<file path="config.mk">
export PLATFORM = sky130hd
export DESIGN_NAME = hhc_adder
export DESIGN_NICKNAME = d
export VERILOG_FILES = /design/src/rtl/hhc_pkg.sv /design/src/rtl/hhc_pregen.sv /design/src/rtl/hhc_prefix_tree.sv /design/src/rtl/hhc_sumgen.sv /design/src/rtl/hhc_adder.sv
export SDC_FILE = /design/constraint.sdc
export NUM_CORES = 1
export LEC_CHECK = 0
export BUFFER_PORTS_ARGS = -buffer_cell sky130_fd_sc_hd__buf_4
export CAP_MARGIN = 10
export CORE_ASPECT_RATIO = 0.6
export CORE_UTILIZATION = 44
export DETAILED_ROUTE_END_ITERATION = 10
export GPL_TIMING_DRIVEN = 0
export PLACE_DENSITY = 0.86
export SLEW_MARGIN = 20
export SYNTH_ARGS = -nofsm -noshare
export SYNTH_HDL_FRONTEND = slang
export SYNTH_SLANG_ARGS = --single-unit
export TNS_END_PERCENT = 10
</file>
<file path="constraint.sdc">
create_clock -name vclk -period 5
set_input_delay 1 -clock vclk [all_inputs]
set_output_delay 1 -clock vclk [all_outputs]
set_load 0.1 [all_outputs]
</file>
<file path="src/rtl/hhc_pkg.sv">
package hhc_pkg;

    // Distance to the lower partner of bit i at prefix level lv, 0 when the bit passes through.
    function automatic int lvl_dist(int lv, int i, int log2w);
        int d;
        d = 0;
        if (lv == 1) begin
            if (i % 2 == 1) d = 1;
        end else if (lv == 2) begin
            if (i % 4 == 3) d = 2;
        end else if (lv <= log2w) begin
            if ((i % 4 == 3) && (i >= (1 << (lv - 1)))) d = 1 << (lv - 1);
        end else if (lv == log2w + 1) begin
            if ((i % 4 == 1) && (i >= 4)) d = 2;
        end else begin
            if ((i % 2 == 0) && (i >= 2)) d = 1;
        end
        return d;
    endfunction

endpackage

</file>
<file path="src/rtl/hhc_pregen.sv">
module hhc_pregen #(
    parameter int WIDTH = 32
) (
    input  logic [WIDTH-1:0] opa,
    input  logic [WIDTH-1:0] opb,
    input  logic             carry_in,
    output logic [WIDTH-1:0] gen,
    output logic [WIDTH-1:0] prop
);

    always_comb begin
        prop = opa ^ opb;
        gen  = opa & opb;
        gen[0] = (opa[0] & opb[0]) | (prop[0] & carry_in);
    end

    logic [1:0] lsb_total;
    always_comb begin
        lsb_total = {1'b0, opa[0]} + {1'b0, opb[0]} + {1'b0, carry_in};
        // folded generate of bit 0 equals the arithmetic carry of bit 0 with carry-in
        a_r2_fold: assert (gen[0] == lsb_total[1])
            else $error("bit 0 fold mismatch");
    end

endmodule

</file>
<file path="src/rtl/hhc_prefix_tree.sv">
module hhc_prefix_tree #(
    parameter int WIDTH = 32
) (
    input  logic [WIDTH-1:0] gen,
    input  logic [WIDTH-1:0] prop,
    output logic [WIDTH-1:0] grp
);

    localparam int LOG2 = $clog2(WIDTH);
    localparam int NLVL = LOG2 + 2;

    logic [WIDTH-1:0] g_l [0:NLVL];
    logic [WIDTH-1:0] p_l [0:NLVL];

    assign g_l[0] = gen;
    assign p_l[0] = prop;

    for (genvar lv = 1; lv <= NLVL; lv++) begin : g_lvl
        for (genvar i = 0; i < WIDTH; i++) begin : g_bit
            localparam int D = hhc_pkg::lvl_dist(lv, i, LOG2);
            if (D > 0) begin : g_cell
                assign g_l[lv][i] = g_l[lv-1][i] | (p_l[lv-1][i] & g_l[lv-1][i-D]);
                if (lv <= LOG2) begin : g_black
                    assign p_l[lv][i] = p_l[lv-1][i] & p_l[lv-1][i-D];
                end else begin : g_grey
                    assign p_l[lv][i] = p_l[lv-1][i];
                end
            end else begin : g_pass
                assign g_l[lv][i] = g_l[lv-1][i];
                assign p_l[lv][i] = p_l[lv-1][i];
            end
        end
    end

    assign grp = g_l[NLVL];

    logic rip;
    always_comb begin
        rip = gen[0];
        for (int i = 0; i < WIDTH; i++) begin
            if (i > 0) rip = gen[i] | (prop[i] & rip);
            // each completed group generate matches a serial carry reference
            a_r7_group_gen: assert (grp[i] == rip)
                else $error("group generate mismatch at bit %0d", i);
        end
    end

endmodule

</file>
<file path="src/rtl/hhc_sumgen.sv">
module hhc_sumgen #(
    parameter int WIDTH = 32
) (
    input  logic [WIDTH-1:0] prop,
    input  logic [WIDTH-1:0] grp,
    input  logic             carry_in,
    output logic [WIDTH-1:0] sum,
    output logic             carry_out
);

    always_comb begin
        sum       = prop ^ {grp[WIDTH-2:0], carry_in};
        carry_out = grp[WIDTH-1];
    end

endmodule

</file>
<file path="src/rtl/hhc_adder.sv">
module hhc_adder #(
    parameter int WIDTH = 32
) (
    input  logic [WIDTH-1:0] opa,
    input  logic [WIDTH-1:0] opb,
    input  logic             carry_in,
    output logic [WIDTH-1:0] sum,
    output logic             carry_out
);

    logic [WIDTH-1:0] gen;
    logic [WIDTH-1:0] prop;
    logic [WIDTH-1:0] grp;

    hhc_pregen #(.WIDTH(WIDTH)) i_pregen (
        .opa(opa), .opb(opb), .carry_in(carry_in), .gen(gen), .prop(prop)
    );

    hhc_prefix_tree #(.WIDTH(WIDTH)) i_tree (
        .gen(gen), .prop(prop), .grp(grp)
    );

    hhc_sumgen #(.WIDTH(WIDTH)) i_sumgen (
        .prop(prop), .grp(grp), .carry_in(carry_in), .sum(sum), .carry_out(carry_out)
    );

    logic [WIDTH:0] ref_total;
    always_comb begin
        ref_total = {1'b0, opa} + {1'b0, opb} + {{WIDTH{1'b0}}, carry_in};
        // full result equals arithmetic sum
        a_r1_total: assert ({carry_out, sum} == ref_total)
            else $error("sum mismatch");
        // inverse operands propagate carry-in through every bit
        if (opb == ~opa) begin
            a_r3_full_chain: assert ((carry_out == carry_in) && (sum == {WIDTH{~carry_in}}))
                else $error("propagate chain mismatch");
        end
    end

endmodule

</file>
==> flow_summary.yaml <==
drt:
  detail_route.vias_per_cell: 4.68
  drc: 0
  detail-route-antenna-nets: 0
  totalWireLength_um: 3600
  vias: 1385
  first_pass_iters: 4
  first_iter_violations: 27
  wl_per_cell_um: 12.2
synth:
  ys_top_cells_by_area: "ha_1 27%, fa_1 25%, inv_1 8.5%, xnor2_1 5.1%, a21o_2 4.5%"
  syn-num-nets: 268
  ys_top_cells_by_count: "31 x inv_1, 30 x ha_1, 17 x fa_1"
  syn_inst: 156
  yosysUniqueCellTypes: 32
  seq_area_frac_synth_pct: 0
  netlist_area_um2: 1370
  synth_most_common_cell: "inv_1"
  yosys.area.top_type: "ha_1"
  synth_area_per_cell_um2: 8.78
  ys.warnings.count: 0
  synth_top_area_share_pct: 27.4
setup_path:
  cp_num_buf_inv: 5
  criticalPathCategory: "in -> out"
  arrival_ps: 3870
  cpMostUsedCell: "fa_1"
  path_delay_family: "compound AO/OA/AOI/OAI gates"
  worstSetupEndpointType: "primary output"
  critPathRequiredTime_ps: 4000
  worst_path_largest_cell_delay_ps: 410
  cp_max_fo: 4
  crit_chain: "buf_4, inv_1, fa_1, inv_1, fa_1, a211o_1, a211oi_4, o31ai_4, inv_2, o21ai_4, a41o_1, a21boi_2, fa_1, xnor2_2, buf_8"
  worst_setup_path_start_kind: "primary input"
  cp_slowest_cell: "fa_1"
final_layout:
  seq_cell_count: 0
  drive_gt1_share_pct: 46.1
  regArea_um2: 0
  fin_nets: 368
  antenna_cells: 0
  fin_cells: 296
  final_area_um2: 2280
  clock_buffers: 0
  syn_to_final_growth_pct: 66.3
grt:
  antenna_found_initial: 0
  grt_pass1_vias: 1315
  grt_pass1_wl_um: 5530
  use_met2_pct: 38.4
  grtUsageMet3_pct: 0.446
  grt_max_degree: 5
  met1_usage_pct: 30.5
  grt_usage_pct: 21.2
  grt_overflow_total: 0
  busiest_layer: "met2"
power_and_ir_drop:
  cellLeakagePower_uw: 0.00126
  switchingPower_uw: 557
  pwr-share-clk_pct: 0
  swShare_pct: 73.7
  seqPwrFrac_pct: 0
  cellInternalPower_uw: 199
  pwr-share-comb_pct: 100.0
  ir_drop_mv: 0.282
  powerDensity_nw_per_um2: 332
placed_design:
  dp_hpwl_um: 3330
  port_buffers: 98
  dpl_cell_area_um2: 2200
  place_ws_ps: -2.32
  globalplace.congestion: 0.775
  dp_cells: 296
hold_path:
  hold_end: "sum[29]"
  hold_path_depth: 4
  hold_class: "in -> out"
  min-delay-start: "opb[29]"
run_status:
  status: "finished, final reports clean"
sta:
  slew_headroom_pct: 73.6
  fmax_mhz: 205
  hold_viol_final: 0
  worst_pin_slew_ps: 393
  rsz0062_at_grt: "yes"
  fin_crit_ps: 4870
  post-route-period-util_pct: 97.4
  setup_ws_ps: 130
  finalSetupViolCount: 0
  slew_viol_final: 0
flow_run:
  maxCapViolCount: 0
floorplanning:
  die_y_um: 45.2
  ios: 98
  coreArea_um2: 2910
  die_area_um2: 3350
  rows: 15
  fp.dieW_um: 74.0
  initial_core_util_pct: 47.1
clock_tree:
  holdBufCountCts: 0
-- cell usage in the layout (no fill, tap or decap), types with 3 or more instances in the layout --
master	n
buf_4	92
inv_1	31
ha_1	30
fa_1	17
a21oi_1	10
a21o_2	7
nand2_1	6
xnor2_1	6
nor2_1	5
o21ai_0	5
xor2_1	4
a21o_1	3
o21a_1	3
xor2_2	3
-- layer usage --
| layer | vias up | wire length (µm) |
|---|---|---|
| li1 | 727 | - |
| met1 | 620 | 1730 |
| met2 | 38 | 1740 |
| met3 | 0 | 130 |
| met4 | 0 | 0 |
| met5 | - | 0 |
-- cell type report --
cell class / count / area, µm²
Fill cell: 233 / 631
Inverter: 32 / 120
Multi-Input combinational cell: 124 / 1320
Tap cell: 42 / 52.6
Timing Repair Buffer: 98 / 783
-- worst min-delay path, cell delays in order --
cell    delay, ps
buf_4          80
ha_1          160
xor2_2         90
buf_12        160
-- what timing repair did --
item / 4_1_cts / 5_1_grt
resized for setup: 1 / 17
setup endpoints to repair: 1 / 10
setup buffers: 0 / 0
pin swaps: 0 / 5
-- stage by stage --
| step | total power [µW] | TNS (ps) | hold slack [ps] | utilization [%] |
|---|---|---|---|---|
| CTS | 732 | 0 | 2510 | 75.6 |
| floorplan | 579 | -2100 | 2500 | - |
| global route | 790 | -90.2 | 2520 | 78.3 |
| global placement | 720 | 0 | 2510 | 75.5 |
| finish | 755 | 0 | 2500 | 78.3 |
| detailed placement | 729 | -2.32 | 2530 | 75.5 |
-- logic make-up (layout without fill, tap and decap cells) --
family                   Yosys count  in the layout  share of synthesized area [%]
adder cells (fa/ha/maj)           47             47                           52.2
AO/OA/AOI/OAI                     42             42                           22.1
buffers and inverters             32            130                           8.77
XOR/XNOR                          15             15                           9.59
AND/OR/NAND/NOR                   20             20                           7.31
-- how the worst max path moves through the flow --
stage / slack, ps / depth (start not counted) / end / start
final: 130 / 15 / sum[27] / opa[0]
after global routing: -70 / 15 / sum[27] / opa[0]
after CTS: 30 / 15 / sum[31] / opb[0]
after detailed placement: -2 / 15 / sum[29] / opb[0]
after global placement: 4 / 15 / sum[29] / opa[0]
after floorplan: -490 / 12 / sum[19] / opa[0]
-- power by group through the flow --
stage	Sequential, µW	Combinational [µW]	Clock, µW
2_1_floorplan	0	579	0
3_3_place_gp	0	720	0
3_5_place_dp	0	729	0
4_1_cts	0	732	0
5_1_grt	0	790	0
6_report	0	755	0
(Power assumes the default switching activity.)
